File: src/rtl/cfg_seq_pkg.sv
// Package: shared constants and state type for the configuration sequencer.
// Assumes 32-bit register words; write indices follow the fixed order.
package cfg_seq_pkg;
    localparam int WORD_W      = 32;
    localparam int NUM_WRITES  = 14;
    localparam int IDX_W       = $clog2(NUM_WRITES);
    localparam int CAL_IDX     = 4;   // coarse calibration write, followed by wait
    localparam int LAST_IDX    = NUM_WRITES - 1;

    localparam logic [WORD_W-1:0] W_TEST_DAC  = 32'h0000_000E;
    localparam logic [WORD_W-1:0] W_AGC       = 32'h0002_31E9;
    localparam logic [WORD_W-1:0] W_SYNC      = 32'h0000_003B;
    localparam logic [WORD_W-1:0] W_SYNC_TH   = 32'h0000_010C;
    localparam logic [WORD_W-1:0] W_TEST_OFF  = 32'h000E_000F;

    localparam logic [3:0] MOD_ADDR   = 4'b0010;
    localparam logic [5:0] PA_FIELD   = 6'b110001;
    localparam int         PA_LSB     = 7;
    localparam int         PWR_LSB    = 13;
    localparam int         PWR_KEEP   = 6;

    typedef enum logic [2:0] {
        ST_IDLE, ST_RST_LO, ST_RST_HI, ST_SEND, ST_DRAIN, ST_CAL, ST_DONE
    } seq_state_t;
endpackage

File: src/rtl/cfg_mod_word.sv
// Module: builds the modulation register word from its base and fields.
// Assumes the power field fits below bit 32 from PWR_LSB.
module cfg_mod_word
    import cfg_seq_pkg::*;
#(
    parameter int PWR_W = 8
) (
    input  logic [WORD_W-1:0] base_i,
    input  logic [PWR_W-1:0]  power_i,
    input  logic              narrow_i,
    output logic [WORD_W-1:0] word_o
);
    localparam logic [PWR_W-1:0] KEEP_MASK = PWR_W'((1 << PWR_KEEP) - 1);

    logic [PWR_W-1:0] pwr_eff;

    // Select full or six-bit power and OR all fields onto the base.
    always_comb begin
        pwr_eff = narrow_i ? (power_i & KEEP_MASK) : power_i;
        word_o  = base_i
                | {{(WORD_W-4){1'b0}}, MOD_ADDR}
                | (WORD_W'(PA_FIELD) << PA_LSB)
                | (WORD_W'(pwr_eff) << PWR_LSB);
    end
endmodule

File: src/rtl/cfg_word_sel.sv
// Module: maps a write index to the word to send, in the fixed order.
// Assumes the input words are held stable for the whole run.
module cfg_word_sel
    import cfg_seq_pkg::*;
(
    input  logic [IDX_W-1:0]  idx_i,
    input  logic [WORD_W-1:0] osc_i,
    input  logic [WORD_W-1:0] clkw_i,
    input  logic [WORD_W-1:0] demod_i,
    input  logic [WORD_W-1:0] fine_i,
    input  logic [WORD_W-1:0] coarse_i,
    input  logic [WORD_W-1:0] rxf_i,
    input  logic [WORD_W-1:0] mod_i,
    input  logic [WORD_W-1:0] afc_i,
    input  logic [WORD_W-1:0] slicer_i,
    output logic [WORD_W-1:0] word_o
);
    // Index decode; fine calibration deliberately precedes coarse.
    always_comb begin
        case (idx_i)
            IDX_W'(0):  word_o = osc_i;
            IDX_W'(1):  word_o = clkw_i;
            IDX_W'(2):  word_o = demod_i;
            IDX_W'(3):  word_o = fine_i;
            IDX_W'(4):  word_o = coarse_i;
            IDX_W'(5):  word_o = rxf_i;
            IDX_W'(6):  word_o = mod_i;
            IDX_W'(7):  word_o = W_TEST_DAC;
            IDX_W'(8):  word_o = W_AGC;
            IDX_W'(9):  word_o = afc_i;
            IDX_W'(10): word_o = W_SYNC;
            IDX_W'(11): word_o = W_SYNC_TH;
            IDX_W'(12): word_o = slicer_i;
            default:    word_o = W_TEST_OFF;
        endcase
    end
endmodule

File: src/rtl/cfg_delay.sv
// Module: loadable down-counter used for reset and calibration waits.
// Assumes load values fit CNT_W bits; zero_o flags expiry.
module cfg_delay #(
    parameter int CNT_W = 8
) (
    input  logic             clk,
    input  logic             rst_n,
    input  logic             load_i,
    input  logic [CNT_W-1:0] val_i,
    output logic             zero_o
);
    logic [CNT_W-1:0] cnt_q;

    // Load on request, otherwise count down to zero and hold.
    always_ff @(posedge clk) begin
        if (!rst_n)                cnt_q <= '0;
        else if (load_i)           cnt_q <= val_i;
        else if (cnt_q != '0)      cnt_q <= cnt_q - 1'b1;
    end

    assign zero_o = (cnt_q == '0);
endmodule

File: src/rtl/radio_cfg_seq.sv
// Module: top-level sequencer issuing the transceiver configuration writes.
// Assumes the serial port raises busy on the edge after a request and that
// RST_CYC and CAL_CYC are at least 1.
module radio_cfg_seq
    import cfg_seq_pkg::*;
#(
    parameter int RST_CYC = 20,
    parameter int CAL_CYC = 50,
    parameter int PWR_W   = 8
) (
    input  logic              clk,
    input  logic              rst_n,
    input  logic              start_i,
    input  logic              reset_req_i,
    input  logic              second_radio_i,
    input  logic [WORD_W-1:0] osc_word_i,
    input  logic [WORD_W-1:0] clk_word_i,
    input  logic [WORD_W-1:0] demod_word_i,
    input  logic [WORD_W-1:0] fine_cal_word_i,
    input  logic [WORD_W-1:0] coarse_cal_word_i,
    input  logic [WORD_W-1:0] rx_freq_word_i,
    input  logic [WORD_W-1:0] mod_base_i,
    input  logic [PWR_W-1:0]  power_i,
    input  logic [WORD_W-1:0] afc_word_i,
    input  logic [WORD_W-1:0] slicer_word_i,
    input  logic              wr_busy_i,
    output logic              wr_req_o,
    output logic [WORD_W-1:0] wr_data_o,
    output logic              chip_en_o,
    output logic              busy_o,
    output logic              done_o
);
    localparam int MAX_CYC = (RST_CYC > CAL_CYC) ? RST_CYC : CAL_CYC;
    localparam int CNT_W   = $clog2(MAX_CYC + 1);
    localparam logic [CNT_W-1:0] RST_LOAD = CNT_W'(RST_CYC - 1);
    localparam logic [CNT_W-1:0] CAL_LOAD = CNT_W'(CAL_CYC - 1);

    seq_state_t        state_q;
    logic [IDX_W-1:0]  idx_q;
    logic              narrow_q;
    logic              tmr_load;
    logic [CNT_W-1:0]  tmr_val;
    logic              tmr_zero;
    logic [WORD_W-1:0] mod_word;

    // Choose when the shared delay counter is loaded, and with what.
    always_comb begin
        tmr_load = 1'b0;
        tmr_val  = RST_LOAD;
        if (state_q == ST_IDLE && start_i && reset_req_i) begin
            tmr_load = 1'b1;
        end else if (state_q == ST_RST_LO && tmr_zero) begin
            tmr_load = 1'b1;
        end else if (state_q == ST_DRAIN && !wr_busy_i && idx_q == IDX_W'(CAL_IDX)) begin
            tmr_load = 1'b1;
            tmr_val  = CAL_LOAD;
        end
    end

    // Main sequence: reset pulse, writes with handshake, calibration pause.
    always_ff @(posedge clk) begin
        if (!rst_n) begin
            state_q  <= ST_IDLE;
            idx_q    <= '0;
            narrow_q <= 1'b0;
        end else begin
            case (state_q)
                ST_IDLE: if (start_i) begin
                    idx_q    <= '0;
                    narrow_q <= second_radio_i;
                    state_q  <= reset_req_i ? ST_RST_LO : ST_SEND;
                end
                ST_RST_LO: if (tmr_zero) state_q <= ST_RST_HI;
                ST_RST_HI: if (tmr_zero) state_q <= ST_SEND;
                ST_SEND:   state_q <= ST_DRAIN;
                ST_DRAIN: if (!wr_busy_i) begin
                    if (idx_q == IDX_W'(LAST_IDX)) begin
                        state_q <= ST_DONE;
                    end else begin
                        idx_q   <= idx_q + 1'b1;
                        state_q <= (idx_q == IDX_W'(CAL_IDX)) ? ST_CAL : ST_SEND;
                    end
                end
                ST_CAL:    if (tmr_zero) state_q <= ST_SEND;
                default:   state_q <= ST_IDLE;
            endcase
        end
    end

    cfg_delay #(.CNT_W(CNT_W)) u_delay (
        .clk    (clk),
        .rst_n  (rst_n),
        .load_i (tmr_load),
        .val_i  (tmr_val),
        .zero_o (tmr_zero)
    );

    cfg_mod_word #(.PWR_W(PWR_W)) u_mod (
        .base_i   (mod_base_i),
        .power_i  (power_i),
        .narrow_i (narrow_q),
        .word_o   (mod_word)
    );

    cfg_word_sel u_sel (
        .idx_i    (idx_q),
        .osc_i    (osc_word_i),
        .clkw_i   (clk_word_i),
        .demod_i  (demod_word_i),
        .fine_i   (fine_cal_word_i),
        .coarse_i (coarse_cal_word_i),
        .rxf_i    (rx_freq_word_i),
        .mod_i    (mod_word),
        .afc_i    (afc_word_i),
        .slicer_i (slicer_word_i),
        .word_o   (wr_data_o)
    );

    // Outputs decoded directly from the state register.
    assign wr_req_o  = (state_q == ST_SEND);
    assign chip_en_o = (state_q != ST_RST_LO);
    assign busy_o    = (state_q != ST_IDLE);
    assign done_o    = (state_q == ST_DONE);
endmodule

File: config.mk
export PLATFORM = sky130hd
export DESIGN_NAME = radio_cfg_seq
export DESIGN_NICKNAME = d
export VERILOG_FILES = /design/src/rtl/cfg_seq_pkg.sv /design/src/rtl/cfg_mod_word.sv /design/src/rtl/cfg_word_sel.sv /design/src/rtl/cfg_delay.sv /design/src/rtl/radio_cfg_seq.sv
export SDC_FILE = /design/constraint.sdc
export NUM_CORES = 1
export LEC_CHECK = 0
export ABC_AREA = 1
export BUFFER_PORTS_ARGS = -buffer_cell sky130_fd_sc_hd__buf_2
export CORE_AREA = 5 5 126 128
export DETAILED_ROUTE_END_ITERATION = 8
export DIE_AREA = 0 0 131 133
export GPL_ROUTABILITY_DRIVEN = 0
export PLACE_DENSITY_LB_ADDON = 0.05
export SLEW_MARGIN = 0
export SYNTH_ARGS = -nofsm -noshare
export SYNTH_HDL_FRONTEND = slang
export SYNTH_SLANG_ARGS = --single-unit
File: constraint.sdc
create_clock -name clk -period 3.3 [get_ports clk]
set_input_delay 0.165 -clock clk [delete_from_list [all_inputs] [get_ports clk]]
set_output_delay 0.165 -clock clk [all_outputs]
set_load 0.05 [all_outputs]
==> results of run 1 <==
registers in the layout (all words and copies together) (netlist names):
signal	flops
state_q	3
idx_q	4
u_delay.cnt_q	6
narrow_q	1
cell usage in the layout (no fill, tap or decap), types with 3 or more instances in the layout:
master,count
a211oi_1,10
a21oi_1,30
a22oi_1,6
buf_2,333
buf_4,8
clkbuf_16,3
dfxtp_1,14
diode_2,7
ha_1,6
inv_1,38
inv_2,3
nand2_1,312
nand3_1,53
nand4_1,27
nor2_1,56
nor2_2,3
nor2_4,6
nor3_1,10
o21ai_0,12
logic make-up (layout without fill, tap and decap cells):
kind of cell,after synthesis,after routing
fa+ha+maj,6,6
buf+inv,71,387
xor+xnor,1,1
compound gates,65,65
flops,14,14
simple gates,478,478
other cells,0,7
metrics by stage:
stage	setup WS [ns]	power, mW	instance area (µm²)
floorplan	1.36	1.13	3110
global placement	0.801	1.57	4920
detailed placement	0.746	1.56	4920
CTS	0.481	1.79	4990
global route	0.336	1.94	5010
finish	0.554	1.77	5010
cell type report:
type                       count  area [µm²]
timing repair buffer         341        1730
sequential                    14         280
clock buffer                   3        75.1
fill                        1796        9740
antenna                        7        17.5
inverter                      43         166
multi-input combinational    550        2510
tap                          188         235
power groups by stage:
stage | logic [mW] | clock network, mW | registers [mW]
after global placement | 1.30 | 0 | 0.271
after global routing | 1.43 | 0.242 | 0.276
after floorplan | 0.873 | 0 | 0.259
after detailed placement | 1.29 | 0 | 0.270
final | 1.28 | 0.226 | 0.266
after CTS | 1.29 | 0.230 | 0.267
layer usage:
metal / track usage [%] / wire, µm
met4: 4.23 / 255
met3: 4.04 / 1480
met5: 0 / 34
met2: 40.7 / 10800
met1: 25.5 / 8130
worst register-to-register path: stages, from the launching register on:
cell and delay, ns:
dfxtp_1 0.33, inv_1 0.13, ha_1 0.27, inv_1 0.10
nor2_4 0.47, buf_4 0.29, nand2_1 0.15, nand2_1 0.09
nor2_1 0.06, nand2_1 0.07, nor3_1 0.04
final timing paths:
path / start / cells past startpoint / slack [ns] / end
min: second_radio_i / 3 / 0.22 / narrow_q$_SDFFE_PN0N_
max: idx_q[0]$_SDFFE_PN0P_ / 10 / 0.55 / wr_data_o[2]
max reg2reg: idx_q[0]$_SDFFE_PN0P_ / 10 / 1.19 / u_delay.cnt_q[3]$_SDFFE_PN0P_
min reg2reg: u_delay.cnt_q[1]$_SDFFE_PN0P_ / 2 / 0.49 / u_delay.cnt_q[1]$_SDFFE_PN0P_
==> summary.md, run 1 <==
| Metric | Value |
|---|---|
| Status | completed |
| Slowest stage delay, CP | 0.48 ns |
| Synth area leader | nand2_1 |
| Worst Tran Pin Value | 0.725 ns |
| Final period utilization | 83.2% |
| Pwr dens | 353 nW/µm² |
| Number of global-route vias before repair | 5042 |
| CTS Buf Count | 3 |
| VDD IR max | 336 µV |
| Number of gates resized after cts | 0 |
| Starting density of the core | 21.1% |
| Final hold violations | 0 |
| Area growth from synthesis to layout | 61.4% |
| Aggregate global routing overflow | 0 |
| CP Cell Sequence | inv_1 > ha_1 > nand3_1 > inv_1 > buf_4 > a21oi_1 > nand3_1 > nor2_1 > nand2_1 > buf_2 |
| Non-filler cells, final | 1146 |
| Post-Synth Adder-Cell Area | 2.42% |
| Postcts setup bufs | 0 |
| First-pass GRT wire length | 29200 µm |
| WL final | 20700 µm |
| Placed Instances | 1136 |
| RSZ-0062 raised after global routing | false |
| Leak | 2.86 nW |
| Crit path DAT | 2.58 ns |
| Io pins | 338 |
| Int Power | 794 µW |
| Clock tree from TritonCTS | built |
| Number of synthesized flops with an enable pin | 0 |
| Post-synthesis async set-or-reset flop share | 0% |
| Worst setup EP type | output pin |
| Antenna violations before repair | 8 |
| Endpoints failing setup | 0 |
| Synth Area in Compound Gates | 12.4% |
| Hold Buf Count CTS | 0 |
| Initial drt markers | 303 |
| Post-synthesis cell type count | 35 |
| Clk buf depth | 2 |
| Min Tclk post-route | 2.75 ns |
| Logic pwr share | 72.2% |
| Rows | 45 |
| Synth top area share | 37.7% |
| Clock sink total | 14 |
| Simple-gate share of the synthesized area | 65.4% |
| GRT Util Overall | 21.8% |
| Slew margin rel. | 51.5% |
| Worst path bufs/invs | 4 |
| Largest net degree at the start of global routing | 33 |
| Synth top area cells | nand2_1, dfxtp_1, nand3_1 |
| CTS H-tree lvls | 1 |
| Via density | 4.56 |
| Main combinational cell family by area after synthesis | simple AND/OR/NAND/NOR gates |
| Mux cell area share after synthesis | 0% |
| DIE AREA | 17400 µm² |
| Cells after synthesis | 635 |
| Clock Root Buffer | clkbuf_16 |
| Crit Path Max Fanout | 19 |
| Commonest cells in the netlist | nand2_1, nor2_1, nand3_1 |
| Synth Area in XOR/XNOR | 0.282% |
| Final hold slack | 0.216 ns |
| PortBufs | 333 |
| Psw | 977 µW |
| Final max-slew violation count | 0 |
| Vias | 5225 |
| Top-count cell post-synth | nand2_1 |
| Worst Setup Path Type | register to output pin |
| Sequential share of the synthesized area | 9.02% |
| Mapped Avg Cell Area | 4.89 µm² |
| Post-DP HPWL | 17200 µm |
| Slowest cell on the critical path | inv_1 |
| Drt first pass iters | 5 |
| Sw Ratio | 55.1% |
| Clock latency on the worst-skew pair | 0.24 ns |
| Sequential share of power | 15.0% |
| CP required | 3.13 ns |
| Clock power share | 12.7% |
| Max Freq | 0.364 GHz |
| Worst-path clk slew | 0.05 ns |
| Crit start category | register |
| Max_cap viols | 0 |
| Yosys warns | 0 |
| Clock skew | 0.00654 ns |
| DR DRC count | 0 |
| FF+latch count, synth | 14 |
| Main synth FF type | dfxtp_1 |
| Synthesized area | 3110 µm² |
| Share of layout cells above drive strength 1 | 38.5% |
| Die Span Y | 133 µm |
| WL/cell | 18.1 µm |
| Fin util | 34.0% |
| Crit path max-delay family | buffers and inverters |
| Core area | 14800 µm² |
| Fin Setup TNS | 0 ns |
| Mapped Nets | 943 |
| HP Class | primary input to register |
| Die Width | 131 µm |
| ANT nets after route | 0 |
| Net count, final | 1261 |
No activity file was read; power rests on OpenSTA's default activity.
==> run 2: changes to the inputs <==
Settings changed: CORE_AREA 5 5 126 128 to 5 5 128 130, DIE_AREA 0 0 131 133 to 0 0 133 135.
Clock period 3.3 ns to 2.7 ns, I/O delays scaled along.
==> run 2 against run 1 <==
Compared with the run above:
- cell area rose by 0.85%
- via count rose by 0.17%
- global-route usage fell by 0.20 points
- sequential power rose by 23%
- total power rose by 23%
- setup slack got worse by 0.29 ns
- critical path depth did not move
- first-iteration DRC count fell by 20%
- register-to-register slack got worse by 0.15 ns
- highest routed layer unchanged
==> summary.md, run 2 (synthesis gave the netlist of run 1 again) <==
| Metric | Value |
|---|---|
| Status | completed |
| Slew margin rel. | 62.2% |
| Final period utilization | 90.3% |
| WL final | 20800 µm |
| Final hold violations | 0 |
| WL/cell | 18.2 µm |
| Die Width | 133 µm |
| Via density | 4.57 |
| Min Tclk post-route | 2.44 ns |
| Hold Buf Count CTS | 0 |
| GRT Util Overall | 21.6% |
| HP Class | primary input to register |
| Clock skew | 0.00251 ns |
| Fin Setup TNS | 0 ns |
| Clock sink total | 14 |
| Worst-path clk slew | 0.05 ns |
| Net count, final | 1265 |
| Number of global-route vias before repair | 5172 |
| VDD IR max | 458 µV |
| CP required | 2.57 ns |
| Worst Setup Path Type | register to output pin |
| Most common cell after layout, fill and taps aside | buf_2 |
| Crit Path Max Fanout | 31 |
| Largest net degree at the start of global routing | 33 |
| Rows | 45 |
| PortBufs | 333 |
| Starting density of the core | 20.7% |
| DR DRC count | 0 |
| Slowest cell on the critical path | buf_4 |
| Worst path bufs/invs | 4 |
| CP Cell Sequence | inv_1 > ha_1 > nand3_1 > inv_1 > buf_4 > a22oi_1 > nand3b_1 > nor2_1 > nand2_1 > buf_2 |
| # fillers | 1793 |
| Crit start category | register |
| Pwr dens | 429 nW/µm² |
| Cell mode on critical path | inv_1 |
| Worst Tran Pin Value | 0.566 ns |
| Io pins | 338 |
| Share of layout cells above drive strength 1 | 38.7% |
| Drt first pass iters | 4 |
| Final max-slew violation count | 0 |
| Hold Path Origin | second_radio_i |
| R2R Path Start | idx_q[0]$_SDFFE_PN0P_ |
| Top reg by flops | u_delay.cnt_q |
| Clock latency on the worst-skew pair | 0.24 ns |
| Max Freq | 0.410 GHz |
| CTS Buf Count | 3 |
| Biggest regs | u_delay.cnt_q x6, idx_q x4, state_q x3 |
| Worst setup EP type | output pin |
| Crit path DAT | 2.30 ns |
| Post-DP HPWL | 17100 µm |
| Max_cap viols | 0 |
| CTS H-tree lvls | 1 |
| Postcts setup bufs | 0 |
| Vias | 5234 |
| Fin util | 33.6% |
| Initial drt markers | 241 |
| Aggregate global routing overflow | 0 |
| Leak | 2.89 nW |
| Endpoints failing setup | 0 |
| Clock Root Buffer | clkbuf_16 |
| Max FFs per register | 6 |
| Clock tree from TritonCTS | built |
| First-pass GRT wire length | 30400 µm |
| Most frequent cells in the layout | buf_2, nand2_1, nor2_1 |
| Number of gates resized after cts | 0 |
| Antenna violations before repair | 3 |
| Core area | 15000 µm² |
| DIE AREA | 18000 µm² |
| Area growth from synthesis to layout | 62.7% |
| Critical Path Start | idx_q[0]$_SDFFE_PN0P_ |
| Die Span Y | 135 µm |
| ANT nets after route | 0 |
| Clk buf depth | 2 |
| RSZ-0062 raised after global routing | false |
| Crit path max-delay family | buffers and inverters |
| Slowest stage delay, CP | 0.37 ns |
==> run 2: final cells by class <==
cell class	instances	area [µm²]	share of cell area, %
sequential	14	280	5.55
timing repair buffer	345	1780	35.3
inverter	43	166	3.29
tap	188	235	4.65
multi-input combinational	550	2510	49.7
clock buffer	3	75.1	1.49
antenna	2	5.00	0.0990
==> run 2: worst min-delay path, cell delays in order <==
cell and delay (ns):
buf_2 0.07, o21ai_0 0.07, a21oi_1 0.10
==> run 2: per-layer routing <==
metal	global-route usage, %	share of wire, %	up-vias
met2	43.1	54	177
met4	2.83	0.86	6
li1	-	-	2701
met5	0	0.20	-
met1	24.7	38	2334
met3	3.24	6.3	16
==> run 2: worst paths after layout <==
| kind | endpoint | slack [ns] | cells after the start |
|---|---|---|---|
| setup / recovery | wr_data_o[17] | 0.26 | 10 |
| hold / removal | narrow_q$_SDFFE_PN0N_ | 0.18 | 3 |
| setup reg to reg | u_delay.cnt_q[2]$_SDFFE_PN0P_ | 1.04 | 9 |
| hold reg to reg | u_delay.cnt_q[1]$_SDFFE_PN0P_ | 0.48 | 2 |
==> run 2: stage by stage <==
| step | power, mW | hold WS, ns | cells | area (µm²) | worst slack, ns |
|---|---|---|---|---|---|
| after detailed placement | 1.91 | 0.432 | 1140 | 4970 | 0.507 |
| after CTS | 2.20 | 0.184 | 1143 | 5050 | 0.242 |
| after floorplan | 1.38 | 0.259 | 635 | 3110 | 0.794 |
| final | 2.17 | 0.183 | 1145 | 5050 | 0.263 |
| after global placement | 1.92 | 0.438 | 1140 | 4970 | 0.510 |
| after global routing | 2.39 | 0.232 | 1143 | 5050 | 0.0833 |
==> run 2: report_power, final <==
part	switching [mW]	total (mW)	internal, mW	leakage, nW
logic	1.06	1.57	0.509	2.74
clock network	0.0778	0.271	0.193	0.0370
registers	0.0532	0.327	0.274	0.115
total	1.19	2.17	0.976	2.89
==> run 3: changes to the inputs <==
Settings changed: CELL_PAD_IN_SITES_DETAIL_PLACEMENT from default to 2, CELL_PAD_IN_SITES_GLOBAL_PLACEMENT from default to 2, CORE_AREA 5 5 128 130 to default, CORE_MARGIN from default to 5, CORE_UTILIZATION from default to 14, DIE_AREA 0 0 133 135 to default.
==> run 3 against run 2 <==
Compared with the run above:
- die area up 41%
- largest power group unchanged
- total power is 4.5% higher
- first-iteration DRC count shrank 42%
- clock-buffer cell count up 1
- clock power grew 17%
==> summary.md, run 3 (synthesis gave the netlist of run 1 again) <==
| Metric | Value |
|---|---|
| Status | completed |
| CTS H-tree lvls | 1 |
| Int Power | 1.02 mW |
| First-pass GRT wire length | 38100 µm |
| Share of layout cells above drive strength 1 | 39.2% |
| Crit start category | register |
| CTS Buf Count | 3 |
| Aggregate global routing overflow | 0 |
| Most frequent cells in the layout | buf_2, nand2_1, nor2_1 |
| Crit path max-delay family | simple AND/OR/NAND/NOR gates |
| Worst Setup Path Type | register to output pin |
| Final Instance Area | 5280 µm² |
| Sw Ratio | 55.1% |
| Die Width | 159 µm |
| WL/cell | 20.7 µm |
| Max FFs per register | 6 |
| ANT nets after route | 0 |
| Sequential share of power | 14.5% |
| Crit Path Max Fanout | 8 |
| RSZ-0062 raised after global routing | false |
| Clock tree from TritonCTS | built |
| Final period utilization | 90.2% |
| Hold Path Origin | second_radio_i |
| Worst path bufs/invs | 3 |
| Non-filler cells, final | 1256 |
| Drt first pass iters | 4 |
| Clock Root Buffer | clkbuf_16 |
| Worst setup EP type | output pin |
| Area of the multi-input gates | 2510 µm² |
| VDD IR max | 353 µV |
| WL final | 26000 µm |
| Number of gates resized after cts | 0 |
| Slowest stage delay, CP | 0.58 ns |
| Die Span Y | 159 µm |
| Hold Buf Count CTS | 0 |
| Clock sink total | 14 |
| Number of global-route vias before repair | 5735 |
| HP Class | primary input to register |
| Initial drt markers | 140 |
| Leak | 2.93 nW |
| PortBufs | 333 |
| Clk buf depth | 2 |
| Logic pwr share | 71.6% |
| Area growth from synthesis to layout | 69.9% |
| Post-DP HPWL | 22500 µm |
| # fillers | 2836 |
| Psw | 1.25 mW |
| Max_cap viols | 0 |
| Cell mode on critical path | nand2_1 |
| Endpoints failing setup | 0 |
| Vias | 5445 |
| Max Freq | 0.411 GHz |
| CP Cell Sequence | inv_4 > nand2_4 > inv_2 > nand2_2 > nand2_1 > nor3_1 > nand4_2 > nand2_1 > buf_2 |
| Total power | 2.27 mW |
| Clock power share | 13.9% |
| Clock skew | 0.00318 ns |
| Postcts setup bufs | 0 |
| Crit path DAT | 2.30 ns |
| Core area | 21800 µm² |
| Worst Tran Pin Value | 0.469 ns |
| Min Tclk post-route | 2.44 ns |
| Clock latency on the worst-skew pair | 0.24 ns |
| Biggest regs | u_delay.cnt_q x6, idx_q x4, state_q x3 |
| Slew margin rel. | 68.7% |
| CP required | 2.57 ns |
| Placed Instances | 1238 |
| Sequential Area | 280 µm² |
| DR DRC count | 0 |
| Slowest cell on the critical path | dfxtp_1 |
| Starting density of the core | 14.2% |
| Top reg by flops | u_delay.cnt_q |
| Final hold violations | 0 |
| Rows | 54 |
| Pwr dens | 430 nW/µm² |
| Final max-slew violation count | 0 |
| Critical Path Start | idx_q[2]$_SDFFE_PN0P_ |
| Most common cell after layout, fill and taps aside | buf_2 |
| Largest net degree at the start of global routing | 33 |
| Io pins | 338 |
| DIE AREA | 25300 µm² |
| Antenna violations before repair | 20 |
| Fin util | 24.2% |
| Fin Setup TNS | 0 ns |
| Worst-path clk slew | 0.05 ns |
| GRT Util Overall | 19.3% |
| Via density | 4.34 |
| Cell Area, Placed | 5150 µm² |
| R2R Path Start | idx_q[0]$_SDFFE_PN0P_ |
| Net count, final | 1271 |
-- run 3: routing by layer --
| layer | GRT usage [%] | wire (µm) | up-vias |
|---|---|---|---|
| met5 | 0 | 184 | - |
| met4 | 3.64 | 338 | 26 |
| met3 | 5.72 | 1750 | 42 |
| met2 | 35.9 | 13500 | 154 |
| met1 | 21.9 | 10200 | 2493 |
| li1 | - | - | 2730 |
-- run 3: power by group through the flow --
stage / clock network [mW] / logic [mW] / registers, mW
2_1_floorplan: 0 / 1.07 / 0.316
3_3_place_gp: 0 / 1.65 / 0.334
3_5_place_dp: 0 / 1.66 / 0.332
4_1_cts: 0.327 / 1.67 / 0.328
5_1_grt: 0.337 / 1.81 / 0.340
6_report: 0.316 / 1.62 / 0.329
-- run 3: cell type report --
type,count,area share (%)
Clock buffer,4,1.68
Timing Repair Buffer,351,34.9
Antenna cell,14,0.664
Sequential cell,14,5.31
Inverter,43,3.20
Multi-Input combinational cell,550,47.6
Tap cell,280,6.64
-- run 3: path summary, 6_finish.rpt --
path / to / slack, ns / depth (start not counted)
worst max-delay path: wr_data_o[1] / 0.26 / 9
worst min-delay path: narrow_q$_SDFFE_PN0N_ / 0.18 / 3
worst max register to register: u_delay.cnt_q[3]$_SDFFE_PN0P_ / 0.75 / 10
worst min register to register: u_delay.cnt_q[1]$_SDFFE_PN0P_ / 0.48 / 2
-- run 3: stage by stage --
step | hold slack [ns] | worst slack (ns)
after floorplan | 0.259 | 0.794
after global placement | 0.427 | 0.437
after detailed placement | 0.440 | 0.401
after CTS | 0.189 | 0.133
after global routing | 0.215 | 0.00583
final | 0.182 | 0.264
-- run 3: worst register-to-register path, delay by kind of cell, from the launching register on --
| kind | cells | cell delay [ns] |
|---|---|---|
| adder cells (fa/ha/maj) | 1 | 0.31 |
| AND/OR/NAND/NOR | 6 | 0.74 |
| buffers and inverters | 3 | 0.46 |
| flip-flops | 1 | 0.34 |
